<file path="config.mk">
export PLATFORM = sky130hd
export DESIGN_NAME = sar_ctrl
export DESIGN_NICKNAME = d
export VERILOG_FILES = /design/src/rtl/sar_pkg.sv /design/src/rtl/sar_fsm.sv /design/src/rtl/sar_trial.sv /design/src/rtl/sar_outbuf.sv /design/src/rtl/sar_ctrl.sv
export SDC_FILE = /design/constraint.sdc
export NUM_CORES = 1
export LEC_CHECK = 0
export BUFFER_PORTS_ARGS = -buffer_cell sky130_fd_sc_hd__buf_2
export CELL_PAD_IN_SITES_DETAIL_PLACEMENT = 0
export CELL_PAD_IN_SITES_GLOBAL_PLACEMENT = 1
export CORE_MARGIN = 3
export CORE_UTILIZATION = 41
export CTS_BUF_LIST = sky130_fd_sc_hd__clkbuf_16
export CTS_CLUSTER_DIAMETER = 100
export DETAILED_ROUTE_END_ITERATION = 10
export PLACE_DENSITY = 0.83
export RECOVER_POWER = 100
export SLEW_MARGIN = 10
export SYNTH_ARGS = -nofsm -noshare
export SYNTH_HDL_FRONTEND = slang
export SYNTH_HIERARCHICAL = 1
export SYNTH_SLANG_ARGS = --single-unit
export TNS_END_PERCENT = 5
</file>
<file path="constraint.sdc">
create_clock -name clk -period 2.2 [get_ports clk]
set_input_delay 0 -clock clk [delete_from_list [all_inputs] [get_ports clk]]
set_output_delay 0 -clock clk [all_outputs]
set_load 0.01 [all_outputs]
</file>
<file path="src/rtl/sar_pkg.sv">
package sar_pkg;
    typedef enum logic [0:0] {
        ST_IDLE = 1'b0,
        ST_CONV = 1'b1
    } sar_state_t;
endpackage

</file>
<file path="src/rtl/sar_fsm.sv">
module sar_fsm
    import sar_pkg::*;
#(
    parameter int N = 8
) (
    input  logic                  clk,
    input  logic                  rst_n,
    input  logic                  start_i,
    output logic                  launch_o,
    output logic                  busy_o,
    output logic                  last_o,
    output logic [$clog2(N)-1:0]  idx_o
);
    localparam int IW = $clog2(N);
    localparam logic [IW-1:0] TOP_IDX = IW'(N - 1);

    sar_state_t state_q, state_d;
    logic [IW-1:0] idx_q, idx_d;

    always_ff @(posedge clk or negedge rst_n) begin
        if (!rst_n) begin
            state_q <= ST_IDLE;
            idx_q   <= '0;
        end else begin
            state_q <= state_d;
            idx_q   <= idx_d;
        end
    end

    always_comb begin
        state_d = state_q;
        idx_d   = idx_q;
        unique case (state_q)
            ST_IDLE: begin
                if (start_i) begin
                    state_d = ST_CONV;
                    idx_d   = TOP_IDX;
                end
            end
            ST_CONV: begin
                if (idx_q == '0) begin
                    state_d = ST_IDLE;
                end else begin
                    idx_d = idx_q - 1'b1;
                end
            end
            default: state_d = ST_IDLE;
        endcase
    end

    always_comb begin
        busy_o   = (state_q == ST_CONV);
        launch_o = (state_q == ST_IDLE) && start_i;
        last_o   = busy_o && (idx_q == '0);
        idx_o    = idx_q;
    end
endmodule

</file>
<file path="src/rtl/sar_trial.sv">
module sar_trial #(
    parameter int N = 8
) (
    input  logic                  clk,
    input  logic                  rst_n,
    input  logic                  launch_i,
    input  logic                  busy_i,
    input  logic [$clog2(N)-1:0]  idx_i,
    input  logic                  cmp_i,
    output logic [N-1:0]          trial_o
);
    localparam int IW = $clog2(N);

    for (genvar g = 0; g < N; g++) begin : g_bit
        localparam logic [IW-1:0] OWN_IDX = IW'(g);
        logic set_next;
        if (g < N - 1) begin : g_below
            localparam logic [IW-1:0] UP_IDX = IW'(g + 1);
            assign set_next = (idx_i == UP_IDX);
        end else begin : g_top
            assign set_next = 1'b0;
        end

        always_ff @(posedge clk or negedge rst_n) begin
            if (!rst_n) begin
                trial_o[g] <= 1'b0;
            end else if (launch_i) begin
                trial_o[g] <= (g == N - 1);
            end else if (busy_i) begin
                if (idx_i == OWN_IDX) begin
                    trial_o[g] <= cmp_i;
                end else if (set_next) begin
                    trial_o[g] <= 1'b1;
                end
            end
        end
    end
endmodule

</file>
<file path="src/rtl/sar_outbuf.sv">
module sar_outbuf #(
    parameter int N = 8
) (
    input  logic          clk,
    input  logic          rst_n,
    input  logic          last_i,
    input  logic [N-1:1]  upper_i,
    input  logic          cmp_i,
    output logic [N-1:0]  result_o,
    output logic          vld_o
);
    always_ff @(posedge clk or negedge rst_n) begin
        if (!rst_n) begin
            result_o <= '0;
            vld_o    <= 1'b0;
        end else begin
            vld_o <= last_i;
            if (last_i) begin
                result_o <= {upper_i, cmp_i};
            end
        end
    end
endmodule

</file>
<file path="src/rtl/sar_ctrl.sv">
module sar_ctrl #(
    parameter int N = 8
) (
    input  logic          clk,
    input  logic          rst_n,
    input  logic          start_i,
    input  logic          cmp_i,
    output logic [N-1:0]  trial_o,
    output logic [N-1:0]  result_o,
    output logic          result_vld_o,
    output logic          ser_bit_o,
    output logic          ser_vld_o,
    output logic          busy_o
);
    localparam int IW = $clog2(N);

    logic          launch;
    logic          last;
    logic [IW-1:0] idx;

    sar_fsm #(.N(N)) u_fsm (
        .clk      (clk),
        .rst_n    (rst_n),
        .start_i  (start_i),
        .launch_o (launch),
        .busy_o   (busy_o),
        .last_o   (last),
        .idx_o    (idx)
    );

    sar_trial #(.N(N)) u_trial (
        .clk      (clk),
        .rst_n    (rst_n),
        .launch_i (launch),
        .busy_i   (busy_o),
        .idx_i    (idx),
        .cmp_i    (cmp_i),
        .trial_o  (trial_o)
    );

    sar_outbuf #(.N(N)) u_outbuf (
        .clk      (clk),
        .rst_n    (rst_n),
        .last_i   (last),
        .upper_i  (trial_o[N-1:1]),
        .cmp_i    (cmp_i),
        .result_o (result_o),
        .vld_o    (result_vld_o)
    );

    assign ser_vld_o = busy_o;
    assign ser_bit_o = busy_o & cmp_i;
endmodule

</file>
==> impl_metrics.env <==
export IMPL_crit_type="reg -> reg"
export IMPL_portBuffers=23
export IMPL_synth_edf_count=0
export IMPL_antenna_found_initial=0
export IMPL_yosys_top_cells_area="dfrtp_1, mux2_4, mux2i_1, nor2_1, a211oi_2"
export IMPL_start_kind="register"
export IMPL_gp_congestion=0.806
export IMPL_timing_critical_path_buf_inv=1
export IMPL_core_region_area_um2=2320
export IMPL_max_freq_ghz=0.587
export IMPL_maxSlewHeadroom_pct=24.6
export IMPL_max_stage_delay_ps=490
export IMPL_drtIter0Drc=23
export IMPL_cts_tree="done"
export IMPL_worstPathRequired_ps=2330
export IMPL_drcViolationCount=0
export IMPL_r2r_setup_slack_ps=500
export IMPL_reg2reg_from="u_fsm/idx_o[1]"
export IMPL_die_x_um=56.7
export IMPL_skew_ps=0.995
export IMPL_hold_depth=3
export IMPL_maxCapViolations=0
export IMPL_path_clk_slew_ps=60
export IMPL_synth_avg_cell_area_um2=12.2
export IMPL_post_dp_hpwl_um=1490
export IMPL_synth_flop_cell="dfrtp_1"
export IMPL_ctsResizeCount=0
export IMPL_max_vdd_ir_drop_mv=0.728
export IMPL_htreeDepth=1
export IMPL_grt_pass1_wl_um=3670
export IMPL_vias_per_cell=5.45
export IMPL_path_delay_family="flip-flops"
export IMPL_synth_top_cell_area_share_pct=49.9
export IMPL_grt_total_usage_pct=14.7
export IMPL_hold_worst_slack_ps=43.9
export IMPL_min_to="u_fsm/busy_o"
export IMPL_dr_pass1_iters=4
export IMPL_arrival_ps=1830
export IMPL_clk_latency_ps=250
export IMPL_hold_violations=0
export IMPL_cp_max_fo=11
export IMPL_final_cells=140
export IMPL_setup_violations=0
export IMPL_syn_num_nets=92
export IMPL_status="complete, no violations"
export IMPL_num_vias=763
export IMPL_cts_buffers=3
export IMPL_ys_seq_area_share_pct=49.9
export IMPL_final_core_util_pct=51.8
export IMPL_layout_commonest_cell="dfrtp_1"
export IMPL_cts_buffer_depth=2
export IMPL_placed_cells=135
export IMPL_timing_rr_end="u_outbuf/result_o[0]"
export IMPL_cp_end_kind="register"
export IMPL_hp_start="start_i"
export IMPL_ys_ff_latch=21
export IMPL_grt_max_degree=22
export IMPL_fillerInstances=225
export IMPL_crit_slowest_cell="dfrtp_1"
export IMPL_numClockSinks=21
export IMPL_area_delta_synth_final_pct=14.1
export IMPL_ant_nets=0
export IMPL_min_path_type="in -> reg"
export IMPL_async_reset_ff_share_pct=100
export IMPL_synth_warnings=6
export IMPL_mostFrequentLayoutCells="dfrtp_1, clkbuf_1, mux2_1, inv_1, nor2_1"
export IMPL_grt_overflow=0
export IMPL_die_y_um=56.7
export IMPL_powerDensity_nw_per_um2=1650
export IMPL_maxSlewViolCount=0
export IMPL_grt_pass1_vias=763
export IMPL_diodes=0
export IMPL_reg2reg_depth=4
export IMPL_drive_above_1_share_pct=11.6
export IMPL_nets=119
export IMPL_routed_wl_um=2230
export IMPL_tns_ps=0
export IMPL_yosys_area_top_type="dfrtp_1"
export IMPL_num_rows=17
export IMPL_p_leak_uw=0.000524
export IMPL_rsz0062_at_grt="false"
export IMPL_root_buffer="clkbuf_16"
export IMPL_wl_per_cell_um=15.9
export IMPL_syn_inst=86
export IMPL_fin_crit_ps=1700
export IMPL_finalCritPeriodShare_pct=77.4
export IMPL_io_pins=24
export IMPL_die_area_um2=3210
export IMPL_cp_cell_sequence="inv_1 -> ha_1 -> and3b_2 -> mux2_1"
export IMPL_synth_area_um2=1050
export IMPL_worstMarginPinSlew_ps=1130
export IMPL_synth_cell_type_count=38
export IMPL_start_util_pct=45.4
-- flip-flops by register name, summed over array words and instances (netlist names) --
signal / count
u_outbuf/result_o: 8
u_fsm/idx_o: 3
u_fsm/busy_o: 1
u_trial/trial_o: 8
u_outbuf/vld_o: 1
-- cells in the mapped netlist (2+ instances only) --
cell type	instances
a211oi_2	2
a21oi_1	2
and2_2	2
and4bb_1	2
dfrtp_1	21
ha_1	2
inv_1	6
mux2_4	8
mux2i_1	3
nand2_1	2
nor2_1	7
nor3_1	2
o21ai_0	2
-- worst register-to-register path, stage by stage (launching register included) --
cell and delay [ps]:
dfrtp_1 490, inv_1 130, ha_1 230, and3b_2 370, mux2_1 360
-- cell families (layout without fill, tap and decap cells) --
kind of cell / Yosys count / in the layout / share of synthesized area (%)
buffers and inverters: 9 / 35 / 4.28
AND/OR/NAND/NOR: 29 / 29 / 18.2
multiplexers: 11 / 11 / 14.3
flip-flops: 21 / 21 / 49.9
AO/OA/AOI/OAI: 14 / 14 / 10.9
adder cells (fa/ha/maj): 2 / 2 / 2.38
-- through the flow --
step | setup WS, ps | total power (uW) | instance area, um^2
2_1_floorplan | 661 | 1470 | 1050
3_3_place_gp | 548 | 1750 | 1190
3_5_place_dp | 477 | 1780 | 1190
4_1_cts | 469 | 2170 | 1280
5_1_grt | 381 | 2150 | 1200
6_report | 497 | 1980 | 1200
-- area by class of cell --
type	instances	area (um^2)	share of cell area, %
Timing Repair Buffer	25	105	8.75
Multi-Input combinational cell	56	434	36.1
Inverter	6	22.5	1.88
Clock buffer	3	75.1	6.25
Clock inverter	1	3.75	0.313
Sequential cell	21	526	43.8
Tap cell	28	35.0	2.92
-- where the power goes --
group / switching (uW) / internal (uW) / total (uW)
registers: 192 / 586 / 778
clock network: 134 / 242 / 376
logic: 455 / 375 / 830
-- per-layer routing --
metal / vias to the layer above / routed length (um) / global-route usage, %
li1: 360 / - / -
met1: 373 / 1020 / 18.2
met2: 26 / 1050 / 25.1
met3: 4 / 134 / 2.53
met4: 0 / 25 / 6.10
met5: - / 0 / 0
-- timing repair --
action                                 4_1_cts  5_1_grt
hold buffers                                 1        0
endpoints found under the hold margin       21        0
buffers inserted                             0        0
-- worst max path at each step --
stage,startpoint,endpoint,depth (start not counted)
finish,u_fsm/idx_o[1],u_outbuf/result_o[0],4
global route,u_fsm/idx_o[0],u_outbuf/result_o[0],4
CTS,u_fsm/idx_o[0],u_outbuf/result_o[2],4
detailed placement,u_fsm/idx_o[0],u_outbuf/result_o[0],4
global placement,u_fsm/idx_o[0],u_outbuf/result_o[3],4
floorplan,u_fsm/idx_o[0],u_outbuf/result_o[0],5
(Power assumes the default switching activity.)
